File: src/rtl/adc_trig_pkg.sv
package adc_trig_pkg;
  localparam int unsigned TRIG_SEL_W = 3;

  typedef enum logic [TRIG_SEL_W-1:0] {
    SRC_FREE  = 3'd0,
    SRC_ACMP  = 3'd1,
    SRC_EXT0  = 3'd2,
    SRC_T0CMP = 3'd3,
    SRC_T0OVF = 3'd4,
    SRC_TCMPB = 3'd5,
    SRC_T1OVF = 3'd6,
    SRC_T1CAP = 3'd7
  } trig_src_e;

  typedef struct packed {
    logic auto_en;
    logic adc_en;
    logic hs_mode;
  } trig_ctrl_t;
endpackage

File: src/rtl/adc_trig_cfg.sv
module adc_trig_cfg
  import adc_trig_pkg::*;
#(
  parameter int unsigned SEL_W = TRIG_SEL_W
) (
  input  logic             clk,
  input  logic             rst,
  input  logic             we,
  input  logic [SEL_W-1:0] sel_d,
  input  trig_ctrl_t       ctrl_d,
  output logic [SEL_W-1:0] sel_q,
  output trig_ctrl_t       ctrl_q
);
  always_ff @(posedge clk) begin
    if (rst) begin
      sel_q  <= '0;
      ctrl_q <= '0;
    end else if (we) begin
      sel_q  <= sel_d;
      ctrl_q <= ctrl_d;
    end
  end

  // Stored fields change only on a write.
  assert_cfg_hold_R2: assert property (@(posedge clk) disable iff (rst)
    !$past(we) |-> $stable(sel_q) && $stable(ctrl_q));
endmodule

File: src/rtl/adc_trig_edge.sv
module adc_trig_edge #(
  parameter int unsigned SEL_W = 3,
  localparam int unsigned NSRC = 1 << SEL_W
) (
  input  logic             clk,
  input  logic             rst,
  input  logic [SEL_W-1:0] sel,
  input  logic             done_flag,
  input  logic [NSRC-2:0]  ext_flags,
  output logic             edge_o
);
  logic mux_sig;
  logic prev_sig;
  logic prev_free;
  logic entering_free;

  // Source 0 is the conversion-complete flag; source k maps to ext_flags[k-1].
  always_comb begin
    mux_sig = done_flag;
    for (int k = 1; k < int'(NSRC); k++) begin
      if (sel == SEL_W'(k)) mux_sig = ext_flags[k-1];
    end
  end

  // History runs every clock regardless of enables.
  always_ff @(posedge clk) begin
    if (rst) begin
      prev_sig  <= 1'b0;
      prev_free <= 1'b1;
    end else begin
      prev_sig  <= mux_sig;
      prev_free <= (sel == '0);
    end
  end

  assign entering_free = (sel == '0) && !prev_free;
  assign edge_o        = mux_sig && !prev_sig && !entering_free;

  // An edge always finds the selected flag low in the previous cycle.
  assert_edge_from_low_R3: assert property (@(posedge clk) disable iff (rst)
    edge_o |=> !edge_o || !$stable(sel));
endmodule

File: src/rtl/adc_trig_start.sv
module adc_trig_start (
  input  logic clk,
  input  logic rst,
  input  logic edge_i,
  input  logic auto_en,
  input  logic adc_en,
  input  logic busy,
  output logic start_o
);
  logic fire;

  assign fire = edge_i && auto_en && adc_en && !busy && !start_o;

  always_ff @(posedge clk) begin
    if (rst) start_o <= 1'b0;
    else     start_o <= fire;
  end

  assert_single_pulse_R10: assert property (@(posedge clk) disable iff (rst)
    start_o |=> !start_o);
  assert_not_busy_R10: assert property (@(posedge clk) disable iff (rst)
    start_o |-> $past(!busy));
  assert_adc_gate_R9: assert property (@(posedge clk) disable iff (rst)
    start_o |-> $past(adc_en));
  assert_auto_gate_R8: assert property (@(posedge clk) disable iff (rst)
    start_o |-> $past(auto_en));
  assert_needs_edge_R3: assert property (@(posedge clk) disable iff (rst)
    start_o |-> $past(edge_i));
endmodule

File: src/rtl/adc_trig_sel.sv
module adc_trig_sel
  import adc_trig_pkg::*;
#(
  parameter int unsigned SEL_W = TRIG_SEL_W,
  localparam int unsigned NSRC = 1 << SEL_W
) (
  input  logic             clk,
  input  logic             rst,
  input  logic             cfg_we,
  input  logic [SEL_W-1:0] cfg_sel,
  input  logic             cfg_auto,
  input  logic             cfg_en,
  input  logic             cfg_hs,
  input  logic             conv_done,
  input  logic [NSRC-2:0]  ext_flags,
  input  logic             conv_busy,
  output logic             start_o,
  output logic             hs_mode_o
);
  logic [SEL_W-1:0] sel_q;
  trig_ctrl_t       ctrl_d;
  trig_ctrl_t       ctrl_q;
  logic             edge_w;

  always_comb begin
    ctrl_d.auto_en = cfg_auto;
    ctrl_d.adc_en  = cfg_en;
    ctrl_d.hs_mode = cfg_hs;
  end

  adc_trig_cfg #(.SEL_W(SEL_W)) u_cfg (
    .clk(clk), .rst(rst), .we(cfg_we), .sel_d(cfg_sel),
    .ctrl_d(ctrl_d), .sel_q(sel_q), .ctrl_q(ctrl_q)
  );

  adc_trig_edge #(.SEL_W(SEL_W)) u_edge (
    .clk(clk), .rst(rst), .sel(sel_q), .done_flag(conv_done),
    .ext_flags(ext_flags), .edge_o(edge_w)
  );

  adc_trig_start u_start (
    .clk(clk), .rst(rst), .edge_i(edge_w), .auto_en(ctrl_q.auto_en),
    .adc_en(ctrl_q.adc_en), .busy(conv_busy), .start_o(start_o)
  );

  assign hs_mode_o = ctrl_q.hs_mode;

  // Entering free-running mode never produces a start.
  assert_free_entry_R6: assert property (@(posedge clk) disable iff (rst)
    (!$stable(sel_q) && sel_q == '0) |=> !start_o);
endmodule

File: config.mk
export PLATFORM = sky130hd
export DESIGN_NAME = adc_trig_sel
export DESIGN_NICKNAME = d
export VERILOG_FILES = /design/src/rtl/adc_trig_pkg.sv /design/src/rtl/adc_trig_cfg.sv /design/src/rtl/adc_trig_edge.sv /design/src/rtl/adc_trig_start.sv /design/src/rtl/adc_trig_sel.sv
export SDC_FILE = /design/constraint.sdc
export NUM_CORES = 1
export LEC_CHECK = 0
export BUFFER_PORTS_ARGS = -buffer_cell sky130_fd_sc_hd__buf_2
export CAP_MARGIN = 30
export CORE_AREA = 2 2 39 41
export DETAILED_ROUTE_END_ITERATION = 6
export DIE_AREA = 0 0 41 43
export GPL_TIMING_DRIVEN = 0
export PLACE_DENSITY = 0.56
export SYNTH_ARGS = -nofsm -noshare
export SYNTH_HDL_FRONTEND = slang
export SYNTH_SLANG_ARGS = --single-unit
File: constraint.sdc
create_clock -name clk -period 2.89 [get_ports clk]
set_clock_uncertainty 0.15 [all_clocks]
set_input_delay 0 -clock clk [delete_from_list [all_inputs] [get_ports clk]]
set_output_delay 0 -clock clk [all_outputs]
set_load 0.05 [all_outputs]
==> summary by stage <==
Outcome
The flow ran to the end, and the final reports show no timing, DRC or antenna violations.

Timing
The minimum setup slack in the final design is around 0.73 ns. The worst hold slack after final layout is 0.0671 ns. The number of failing hold endpoints at the final stage came to 0. Setup repair after global routing left no endpoint under its margin.

The share of the clock period used by the worst path after layout is 0.746. For the final routed database, the setup TNS stands at 0 ns. The final-report max-slew violation count is 0. The setup-violating endpoint count in the final report is 0. For this run, the top clock speed supported by timing is approximately 0.46 GHz. For the pin with the worst max-slew slack, the measured transition is 0.437 ns.

In this run the tightest slew margin relative to its limit is 0.708. For the finished layout, the period the worst path requires is 2.16 ns.

Setup path
The capture instance of the worst register-to-register path is u_start.start_o. STA classifies the critical path endpoint as a flip-flop. At the worst endpoint, the arrival time is 2.21 ns. The path type of the worst setup path is reg -> reg.

The data required time at the worst endpoint is approximately 3.0 ns. In this run the worst path has a maximum fanout of 7. The worst register-to-register path begins at u_cfg.sel_q[1]. The worst reg-to-reg path cell count is 5. The critical path startpoint category is a flip-flop.

The setup slack of the most critical reg-to-reg path is 0.73 ns.

Yosys
The most used flip-flop cell after synthesis is dfxtp_1. The mean post-synth cell area is 10.6 um2. The dominant combinational cell family by area after synthesis is multiplexers. For this run, asynchronously set or reset flops after synthesis account for 0. The complex-gate fraction of the synthesized area is 0.0383. The fraction of synthesized area in multiplexers is 0.288. Of the total synthesized cell area, the portion taken by full adders, half adders and majority gates is 0. The cell type contributing the most total cell area after synthesis is dfxtp_1. The register area share after synthesis is 0.460. Of the total synthesized cell area, the portion taken by AND, OR, NAND and NOR gates is 0.166. The post-synth net total is 55.

The number of distinct standard cells referenced by the synthesized netlist is 13. Yosys mapped a number of flops with a built-in enable equal to 0. Counting flops and latches in the post-synthesis netlist gives 9. In the synthesized netlist, the number of instances is 37.

The combined area of all synthesized cells is 392 um2. The share of synthesized area in the top cell type comes to 0.460. Ranked by total cell area, the synthesized netlist is headed by dfxtp_1, mux2i_1, mux4_2. By count the netlist is led by dfxtp_1, mux2i_1, nor2_1, nor3_1, clkbuf_1.

The yosys synthesis warning count is 0. The fraction of synthesized cell area in xor and xnor cells is 0.

Placed design
The number of buffers inserted by port buffering is 17. After detailed placement, the total cell area comes to 497 um2. At the end of routability-driven placement, the weighted congestion stood at 0.686. The HPWL reported at the end of detailed placement is roughly 560 um. The setup slack after placement is around 1.3 ns.

Route
After detailed routing, the number of remaining DRC violations is 0. The pre-antenna-repair detailed-routing pass consisted of 5 iterations. The post-detailed-routing wire length is ~930 um.

The routed layout has 396 vias. After detailed routing, the number of vias per cell comes to 4.50. After detailed routing, the average wire length per cell comes to between 10 and 15 um. In this run, the number of DRC markers left after iteration 0 of detailed routing was 9. Once detail routing completed, the nets flagged for antenna violations numbered 0.

Hold path
The startpoint of the worst hold path is rst. For hold timing, the worst endpoint is u_edge.prev_sig. Counting instances, the worst hold path has a depth of 2. The class of the tightest hold or removal check is in -> reg.

Global route
The number of global-route vias before repair is 380. The wire length of the first global-routing pass is 1450 um. The initial antenna violation count is 0. The global-route usage over all layers is 0.126. The total overflow reported by the global router is 0. Entering global routing, the biggest net connects 10 pins.

Power
Summed over all cells, the static leakage comes to 0.315 nW. The switching power total is 0.0000700 W. Cell internal power was estimated by the tool at between 0.0002 and 0.00025 W.

The power density over the cells is 436 nW/um2. The share of total power dissipated in sequential elements is 0.471. Of the total power, the clock network draws 0.336. The switching share of power is 0.242. The maximum vdd ir drop is 0.000287 V. Of the total power, combinational logic draws 0.193.

Cells and area
The area growth from synthesis to layout is 69.3%. The antenna diode count is 0. Of the cells placed in the final design, the portion with a size suffix greater than 1 is 0.333. The final layout contains between 90 and 100 nets. The final design utilization is 0.479. The finished layout cell area is 663 um2.

Clock tree
The clock slew seen by the registers of the worst setup and hold paths is 0.06 ns. The deepest level of the CTS H-tree is 1. Buffers added to address setup during post-CTS repair amount to 0. The clock tree root driver cell is clkbuf_4. The clock tree from TritonCTS is yes.

The TritonCTS sink count is 9. The number of buffers on the longest clock path is 2. The clock reaches the later pin of the worst-skew pair after 0.26 ns. The total CTS buffers is 3.

Floorplan
The floorplan step defined a die boundary enclosing ~1800 um2. From bottom edge to top edge, the die measures 43 um. Pin placement for this block handled 20 I/O pins. The effective utilization at floorplan is 0.283. The die is 41 um wide.

The floorplan core area is 1380 um2. Row generation in the floorplan step produced 14 rows.

Job
The reported max-cap violation count is 0.
[layer usage]
| layer | vias up | track usage | part of all wire |
|---|---|---|---|
| met5 | - | 0 | 0 |
| met4 | 0 | 0.0200 | 0 |
| met3 | 0 | 0.0785 | 0.071 |
| met2 | 16 | 0.219 | 0.54 |
| met1 | 180 | 0.120 | 0.39 |
| li1 | 200 | - | - |
[registers in the layout, summed over array words and instances (netlist names)]
signal	cells
u_cfg.ctrl_q	3
u_cfg.sel_q	3
u_edge.prev_free	1
u_edge.prev_sig	1
u_start.start_o	1
[worst max-delay path by stage]
stage | startpoint | to
2_1_floorplan | u_cfg.sel_q[1] | u_start.start_o
3_5_place_dp | u_cfg.sel_q[1] | u_start.start_o
4_1_cts | u_cfg.sel_q[1] | u_start.start_o
3_3_place_gp | u_cfg.sel_q[1] | u_start.start_o
5_1_grt | u_cfg.sel_q[1] | u_start.start_o
6_report | u_cfg.sel_q[1] | u_start.start_o
[per-stage QoR]
stage	cells	power, W
finish	88	0.000289
global route	88	0.000304
CTS	88	0.000292
detailed placement	70	0.000180
global placement	70	0.000180
floorplan	37	0.000165
[repair_timing]
| action | in CTS | in global routing |
|---|---|---|
| hold endpoints to repair | 8 | 0 |
| hold buffers | 14 | 0 |
| gates resized for setup | 0 | 0 |
[critical path, cell delays in order, from the launching register on]
cell and delay [ns]:
dfxtp_1 0.30, buf_6 0.13, mux2i_1 0.11, mux4_2 0.49, a2111oi_2 0.34, dlygate4sd3_1 0.58
[power groups by stage]
stage                     Sequential (W)  Combinational [W]   Clock, W
final                           0.000136          0.0000558  0.0000970
after global routing            0.000137          0.0000615   0.000106
after CTS                       0.000136          0.0000553   0.000101
after detailed placement        0.000139          0.0000414          0
after global placement          0.000138          0.0000412          0
after floorplan                 0.000141          0.0000245          0
[cell families after synthesis]
logic type	count (synthesis)
simple gates	14
mux	10
flops	9
buf+inv	3
compound gates	1
[area by class of cell]
type,count,area [um2]
Multi-Input combinational cell,25,193
Fill cell,143,721
Tap cell,16,20.0
Timing Repair Buffer,31,225
Sequential cell,9,180
Buffer,3,18.8
Clock buffer,4,26.3
[cells in the final DEF (no fill, tap or decap), drive strengths merged]
| cell type | n |
|---|---|
| a2111oi | 1 |
| buf | 18 |
| clkbuf | 6 |
| dfxtp | 9 |
| dlygate4sd3 | 14 |
| mux2i | 9 |
| mux4 | 1 |
| nand2 | 1 |
| nand3 | 1 |
| nor2 | 6 |
| nor2b | 1 |
| nor3 | 3 |
| nor4 | 1 |
| or2 | 1 |
(Power assumes the default switching activity.)
